File: src/rtl/boot_pkg.sv
package boot_pkg;
   typedef enum logic [1:0] {
      BS_IDLE = 2'd0,
      BS_LOAD = 2'd1,
      BS_RSTP = 2'd2,
      BS_DONE = 2'd3
   } boot_state_e;
endpackage

File: src/rtl/boot_seq.sv
module boot_seq
   import boot_pkg::*;
(
   input  logic        clk,
   input  logic        rst,
   input  logic        xfer_done,
   input  logic        last_word,
   input  logic        pulse_last,
   output boot_state_e state
);
   boot_state_e nxt;

   always_comb begin
      nxt = state;
      unique case (state)
         BS_IDLE: nxt = BS_LOAD;
         BS_LOAD: if (xfer_done && last_word) nxt = BS_RSTP;
         BS_RSTP: if (pulse_last) nxt = BS_DONE;
         BS_DONE: nxt = BS_DONE;
         default: nxt = BS_IDLE;
      endcase
   end

   always_ff @(posedge clk) begin
      if (rst) state <= BS_IDLE;
      else     state <= nxt;
   end
endmodule

File: src/rtl/boot_addr_gen.sv
module boot_addr_gen #(
   parameter int unsigned ADDR_W     = 15,
   parameter int unsigned WORD_COUNT = 64,
   parameter logic [ADDR_W-1:0] START_ADDR = '0,
   localparam int unsigned CNT_W = (WORD_COUNT < 2) ? 1 : $clog2(WORD_COUNT)
)(
   input  logic              clk,
   input  logic              rst,
   input  logic              step,
   output logic [ADDR_W-1:0] addr,
   output logic              last_word
);
   localparam logic [CNT_W-1:0] LAST_IDX = CNT_W'(WORD_COUNT - 1);

   logic [CNT_W-1:0] idx;

   always_ff @(posedge clk) begin
      if (rst) begin
         addr <= START_ADDR;
         idx  <= '0;
      end else if (step) begin
         addr <= addr + 1'b1;
         idx  <= idx + 1'b1;
      end
   end

   assign last_word = (idx == LAST_IDX);
endmodule

File: src/rtl/boot_src.sv
module boot_src #(
   parameter int unsigned DATA_W     = 16,
   parameter int unsigned WORD_COUNT = 64,
   parameter bit          USE_PATGEN = 1'b0,
   parameter logic [DATA_W-1:0] PAT_SEED = '0,
   localparam int unsigned CNT_W = (WORD_COUNT < 2) ? 1 : $clog2(WORD_COUNT)
)(
   input  logic              clk,
   input  logic              rst,
   input  logic              take,
   input  logic              src_valid,
   input  logic [DATA_W-1:0] src_data,
   output logic              word_valid,
   output logic [DATA_W-1:0] word_data
);
   generate
      if (USE_PATGEN) begin : g_pat
         logic [CNT_W-1:0] pat_cnt;
         always_ff @(posedge clk) begin
            if (rst)       pat_cnt <= '0;
            else if (take) pat_cnt <= pat_cnt + 1'b1;
         end
         assign word_valid = 1'b1;
         assign word_data  = PAT_SEED + DATA_W'(pat_cnt);
      end else begin : g_stream
         assign word_valid = src_valid;
         assign word_data  = src_data;
      end
   endgenerate
endmodule

File: src/rtl/boot_rst_pulse.sv
module boot_rst_pulse #(
   parameter int unsigned PULSE_W = 4,
   localparam int unsigned PW_W = $clog2(PULSE_W + 1)
)(
   input  logic clk,
   input  logic rst,
   input  logic active,
   output logic pulse_last
);
   localparam logic [PW_W-1:0] LAST_CNT = PW_W'(PULSE_W - 1);

   logic [PW_W-1:0] cnt;

   always_ff @(posedge clk) begin
      if (rst)         cnt <= '0;
      else if (active) cnt <= cnt + 1'b1;
   end

   assign pulse_last = active && (cnt == LAST_CNT);
endmodule

File: src/rtl/pmem_boot_loader.sv
module pmem_boot_loader
   import boot_pkg::*;
#(
   parameter int unsigned ADDR_W      = 15,
   parameter int unsigned DATA_W      = 16,
   parameter int unsigned WORD_COUNT  = 64,
   parameter logic [ADDR_W-1:0] START_ADDR = 15'h4000,
   parameter int unsigned RST_PULSE_W = 4,
   parameter bit          USE_PATGEN  = 1'b0,
   parameter logic [DATA_W-1:0] PAT_SEED = '0,
   localparam int unsigned BE_W = DATA_W / 8
)(
   input  logic              clk,
   input  logic              rst,
   input  logic              src_valid,
   input  logic [DATA_W-1:0] src_data,
   output logic              src_ready,
   output logic [ADDR_W-1:0] dma_addr,
   output logic [DATA_W-1:0] dma_wdata,
   output logic              dma_en,
   output logic [BE_W-1:0]   dma_we,
   output logic              dma_priority,
   input  logic              dma_ready,
   input  logic              dma_resp,
   output logic              cpu_rst,
   output logic              load_err,
   output logic              load_done
);
   // elaboration-time parameter checks
   if (WORD_COUNT < 1)
      $error("WORD_COUNT must be at least 1");
   if (RST_PULSE_W < 1)
      $error("RST_PULSE_W must be at least 1");
   if ((DATA_W % 8) != 0)
      $error("DATA_W must be a whole number of bytes");
   if ((longint'(START_ADDR) + longint'(WORD_COUNT)) > (longint'(1) << ADDR_W))
      $error("load range exceeds the address space");

   boot_state_e      state;
   logic             xfer_act;
   logic             xfer_done;
   logic             last_word;
   logic             pulse_last;
   logic             can_take;
   logic             take;
   logic             word_valid;
   logic [DATA_W-1:0] word_data;
   logic [DATA_W-1:0] wdata_q;
   logic             err_q;

   boot_seq u_seq (
      .clk        (clk),
      .rst        (rst),
      .xfer_done  (xfer_done),
      .last_word  (last_word),
      .pulse_last (pulse_last),
      .state      (state)
   );

   boot_addr_gen #(
      .ADDR_W     (ADDR_W),
      .WORD_COUNT (WORD_COUNT),
      .START_ADDR (START_ADDR)
   ) u_addr (
      .clk       (clk),
      .rst       (rst),
      .step      (xfer_done),
      .addr      (dma_addr),
      .last_word (last_word)
   );

   boot_src #(
      .DATA_W     (DATA_W),
      .WORD_COUNT (WORD_COUNT),
      .USE_PATGEN (USE_PATGEN),
      .PAT_SEED   (PAT_SEED)
   ) u_src (
      .clk        (clk),
      .rst        (rst),
      .take       (take),
      .src_valid  (src_valid),
      .src_data   (src_data),
      .word_valid (word_valid),
      .word_data  (word_data)
   );

   boot_rst_pulse #(
      .PULSE_W (RST_PULSE_W)
   ) u_pulse (
      .clk        (clk),
      .rst        (rst),
      .active     (state == BS_RSTP),
      .pulse_last (pulse_last)
   );

   // a new word may enter when the port is free or frees up this edge
   assign xfer_done = xfer_act && dma_ready;
   assign can_take  = (state == BS_LOAD) && (!xfer_act || (dma_ready && !last_word));
   assign take      = can_take && word_valid;

   always_ff @(posedge clk) begin
      if (rst) begin
         xfer_act <= 1'b0;
         wdata_q  <= '0;
         err_q    <= 1'b0;
      end else begin
         if (take)           xfer_act <= 1'b1;
         else if (xfer_done) xfer_act <= 1'b0;
         if (take)           wdata_q  <= word_data;
         if (xfer_done && dma_resp) err_q <= 1'b1;
      end
   end

   generate
      if (USE_PATGEN) begin : g_rdy_pat
         assign src_ready = 1'b0;
      end else begin : g_rdy_stream
         assign src_ready = can_take;
      end
   endgenerate

   assign dma_en       = xfer_act;
   assign dma_wdata    = wdata_q;
   assign dma_we       = {BE_W{xfer_act}};
   assign dma_priority = xfer_act;
   assign cpu_rst      = (state == BS_RSTP);
   assign load_err     = err_q;
   assign load_done    = (state == BS_DONE);
endmodule

File: config.mk
export PLATFORM = sky130hd
export DESIGN_NAME = pmem_boot_loader
export DESIGN_NICKNAME = d
export VERILOG_FILES = /design/src/rtl/boot_pkg.sv /design/src/rtl/boot_seq.sv /design/src/rtl/boot_addr_gen.sv /design/src/rtl/boot_src.sv /design/src/rtl/boot_rst_pulse.sv /design/src/rtl/pmem_boot_loader.sv
export SDC_FILE = /design/constraint.sdc
export NUM_CORES = 1
export LEC_CHECK = 0
export ABC_AREA = 1
export BUFFER_PORTS_ARGS = -buffer_cell sky130_fd_sc_hd__buf_2
export CAP_MARGIN = 20
export CORE_ASPECT_RATIO = 0.6
export CORE_MARGIN = 1.5
export CORE_UTILIZATION = 50
export DETAILED_ROUTE_END_ITERATION = 6
export PLACE_DENSITY = 0.76
export RECOVER_POWER = 25
export SLEW_MARGIN = 10
export SYNTH_ARGS = -nofsm -noshare
export SYNTH_HDL_FRONTEND = slang
export SYNTH_HIERARCHICAL = 1
export SYNTH_SLANG_ARGS = --single-unit
File: constraint.sdc
create_clock -name clk -period 2.51 [get_ports clk]
set_input_delay 0.3765 -clock clk [delete_from_list [all_inputs] [get_ports clk]]
set_output_delay 0.3765 -clock clk [all_outputs]
set_load 0.05 [all_outputs]
== After elaboration in Yosys (flattened, before gate mapping) ==
Cells that the tools add are included.
Word-level totals
  register bits after elaboration: 44
  input bits: 21
  output and inout bits: 39
  logic and storage cells: 35
Operators by class
  $add $sub $neg: 3
  equality and inequality tests: 7
  multiplexer cells: 5
  reductions and logical operators: 13
Operator list (count)
  15-bit by 1-bit adder with 15-bit output, second input constant: 1
  2-bit case mux with 4 select lines: 1
  1-bit logical AND: 7
  6-bit by 1-bit adder with 6-bit output, second input constant: 1
  6-bit equality test, second input constant: 1
  2-bit equality test, second input constant: 2
  2-bit two-way mux: 2
  3-bit by 1-bit adder with 3-bit output, second input constant: 1
  3-bit by 2-bit equality test with 1-bit output, second input constant: 1
  2-bit by 1-bit equality test with 1-bit output, second input constant: 1
  1-bit zero test: 2
  2-bit zero test: 1
  1-bit two-way mux: 2
  2-bit by 1-bit != test with 1-bit output, second input constant: 1
  2-bit != test, second input constant: 1
  2-bit AND reduction: 1
  2-bit nonzero test: 1
  1-bit logical OR: 1

== Depth between registers and ports, before layout ==
  word-level depth: 7
  gate-level depth with buffers: 11

== Hierarchy ==
The synthesis kept the hierarchy.
By module, submodules not included
  boot_addr_gen: times used 1, cells each 148, area an instance 1008.5 µm², seq. area each 420.4 µm²
  pmem_boot_loader: times used 1, cells each 161, area an instance 987.2 µm², seq. area each 360.3 µm²
  boot_rst_pulse: times used 1, cells each 22, area an instance 148.9 µm², seq. area each 60.1 µm²
  boot_src: times used 1, cells each 17, area an instance 127.6 µm², seq. area each 0.0 µm²
  boot_seq: times used 1, cells each 10, area an instance 82.6 µm², seq. area each 40.0 µm²

== Worst setup path after synthesis ==
OpenSTA, ideal clock, no wires.
  path kind: reg-to-output
  start: reg u_addr.idx[0]
  end: out src_ready
  arrival: 1.452 ns
  required time: 2.134 ns
  slack: 0.681 ns
  stages on the path, launching flop included: 10
  path buffers: 1
  cell sequence: dfxtp_1 ha_1 nand3_1 nor2_1 inv_1 nand2_1 nand2_2 buf_2 nand2_1 inv_1
Between the ends
  word-level cells in the longest chain between the ends: 5
Ends and longest elaborated chain
  from (decl): line boot_addr_gen.sv:15  | logic [CNT_W-1:0] idx;
  from (signal assigned): line boot_addr_gen.sv:23  | idx <= idx + 1'b1;
  6-bit equality test: line boot_addr_gen.sv:27  | assign last_word = (idx == LAST_IDX);
  net last_word: line pmem_boot_loader.sv:42  | logic last_word;
  1-bit zero test: line pmem_boot_loader.sv:98  | assign can_take = (state == BS_LOAD) && (!xfer_act || (dma_ready && !last_word));
  1-bit logical AND: line pmem_boot_loader.sv:98
  1-bit logical OR: line pmem_boot_loader.sv:98
  1-bit logical AND: line pmem_boot_loader.sv:98
  to (decl): line pmem_boot_loader.sv:17  | output logic src_ready,
The timed path passes the listed nets, and every way through them passes these cells.

== Worst setup path in the final report ==
Same ends and word-level chain as after synthesis.

==> results.json <==
{
  "die_area_um2": 5140,
  "layout_min_cycle_time_ns": 2.20,
  "synth_cells": 357,
  "fp.dieW_um": 91.5,
  "finClkSkew_ns": 0.00740,
  "crit_start": "u_addr/idx[0]",
  "vias": 2101,
  "clock_sinks": 44,
  "start_util": 0.518,
  "drt-pass1-iter-count": 4,
  "rsz0062_at_grt": "false",
  "path_max_fanout": 18,
  "syn_area_per_cell_um2": 6.59,
  "p_total_mw": 1.41,
  "slew_headroom": 0.602,
  "start_kind": "flip-flop",
  "io_pins": 60,
  "maxCapViolCount": 0,
  "final_common_cell": "nand2_1",
  "timing.setup.tns_ns": 0,
  "fillers": 472,
  "htreeDepth": 2,
  "wl_per_cell_um": 9.79,
  "cts_setup_buffers": 0,
  "overflow": 0,
  "rrSetupSlack_ns": 0.81,
  "p_per_area_nw_per_um2": 542,
  "hpwl_mm": 3.36,
  "end_kind": "output pin",
  "final_max_slew_viol_count": 0,
  "cp.required_ns": 2.13,
  "worstPathCellList": "ha_1, nand3_1, nor2_1, inv_1, nand2_1, nand2_2, nand2_1, inv_1, buf_2",
  "post-route-period-util": 0.878,
  "clkLatencyLatePin_ns": 0.29,
  "r2r_end": "dma_wdata[2]",
  "drt_iter0_drc": 137,
  "portBuffers": 59,
  "cp.depth": 9,
  "yosysWarnings": 6,
  "place.gp.congestion": 0.805,
  "p_leak_nw": 1.36,
  "routed_wl_mm": 4.50,
  "root_buffer": "clkbuf_8",
  "outcome": "completed",
  "cp_slowest_cell": "dfxtp_1",
  "synth_area_um2": 2350,
  "final_nets": 421,
  "rr_worst_depth": 10,
  "hp-class": "primary input to flip-flop",
  "path_delay_family": "simple AND/OR/NAND/NOR gates",
  "core_area_um2": 4540,
  "grt_use_total": 0.189,
  "synth_nets": 382,
  "die_y_um": 56.1,
  "diodes": 0,
  "cts_resized": 0,
  "setup_viol_count_final": 0,
  "final_cell_area_um2": 2610,
  "tightest_slew_ns": 0.599,
  "timing.rr.start": "u_addr/idx[0]",
  "cts-hold-fix-buffers": 0,
  "placed_area_um2": 2540,
  "max-vdd-ir-drop_mv": 0.302,
  "clkTransAtPathRegs_ns": 0.08,
  "final_hold_viol_count": 0,
  "grt_pass1_wl_mm": 7.79,
  "grt_pass1_vias": 1820,
  "grt_max_degree": 19,
  "fmax_mhz": 454,
  "syn2layout_area_growth_pct": 11.0,
  "clock_path_buffers": 2,
  "endpoint": "src_ready",
  "layout-drive-gt1-share": 0.166,
  "critical_path_class": "flip-flop to output pin",
  "viasPerCell": 4.57,
  "cts_tree": "built",
  "drc": 0,
  "crit_buf_inv": 3,
  "critPathMaxStageDelay_ns": 0.38,
  "cp.arrival_ns": 1.83,
  "fin_cells": 460,
  "antenna_found_initial": 0,
  "dpl.cell_count": 452,
  "numCtsBuffers": 5,
  "antenna_left": 0,
  "fp-row-count": 19,
  "mostFrequentLayoutCells": "80 x nand2_1, 78 x inv_1, 54 x nor2_1"
}
## state kept, by name, indices dropped and copies added, names as in the netlist
name / count
load_err: 1
u_pulse/cnt: 3
dma_en: 1
u_addr/addr: 15
dma_wdata: 16
u_addr/idx: 6
u_seq/state: 2
## worst min-delay path, cell delays in order
cell and delay, ns:
buf_2 0.10, nand2_1 0.06, a21oi_1 0.05
## cell type report
class                           instances  area [µm²]  share of cell area
Clock inverter                          2        10.0             0.00384
Clock buffer                            6        82.6              0.0316
Timing Repair Buffer                   60         283               0.108
Sequential cell                        44         881               0.337
Multi-Input combinational cell        206         978               0.375
Tap cell                               63        78.8              0.0302
Inverter                               79         297               0.114
## how the worst min path moves through the flow
stage / endpoint / slack (ns) / startpoint / cells after the start
floorplan: u_seq/state[0] / 0.44 / rst / 1
global placement: load_err / 0.45 / load_err / 2
detailed placement: load_err / 0.45 / load_err / 2
CTS: load_err / 0.34 / dma_resp / 3
global route: load_err / 0.35 / dma_resp / 3
finish: load_err / 0.35 / dma_resp / 3
## layer usage
metal	GRT usage	up-vias	wire length [µm]
met4	0.0491	0	35
li1	-	1135	-
met3	0.0492	5	240
met1	0.261	924	2390
met5	0	-	0
met2	0.292	37	1840
## power breakdown
part           switching [mW]  leakage (nW)  internal [mW]
Sequential             0.0152         0.358          0.721
Clock                   0.232        0.0510          0.220
Combinational           0.169         0.952         0.0566
## per-stage QoR
stage / setup slack (ns) / util / hold WS, ns
3_5_place_dp: 0.614 / 0.559 / 0.451
6_report: 0.307 / 0.575 / 0.346
3_3_place_gp: 0.687 / 0.559 / 0.447
5_1_grt: 0.0949 / 0.575 / 0.350
4_1_cts: 0.285 / 0.579 / 0.344
2_1_floorplan: 0.681 / - / 0.439
No activity file was read; power rests on OpenSTA's default activity.
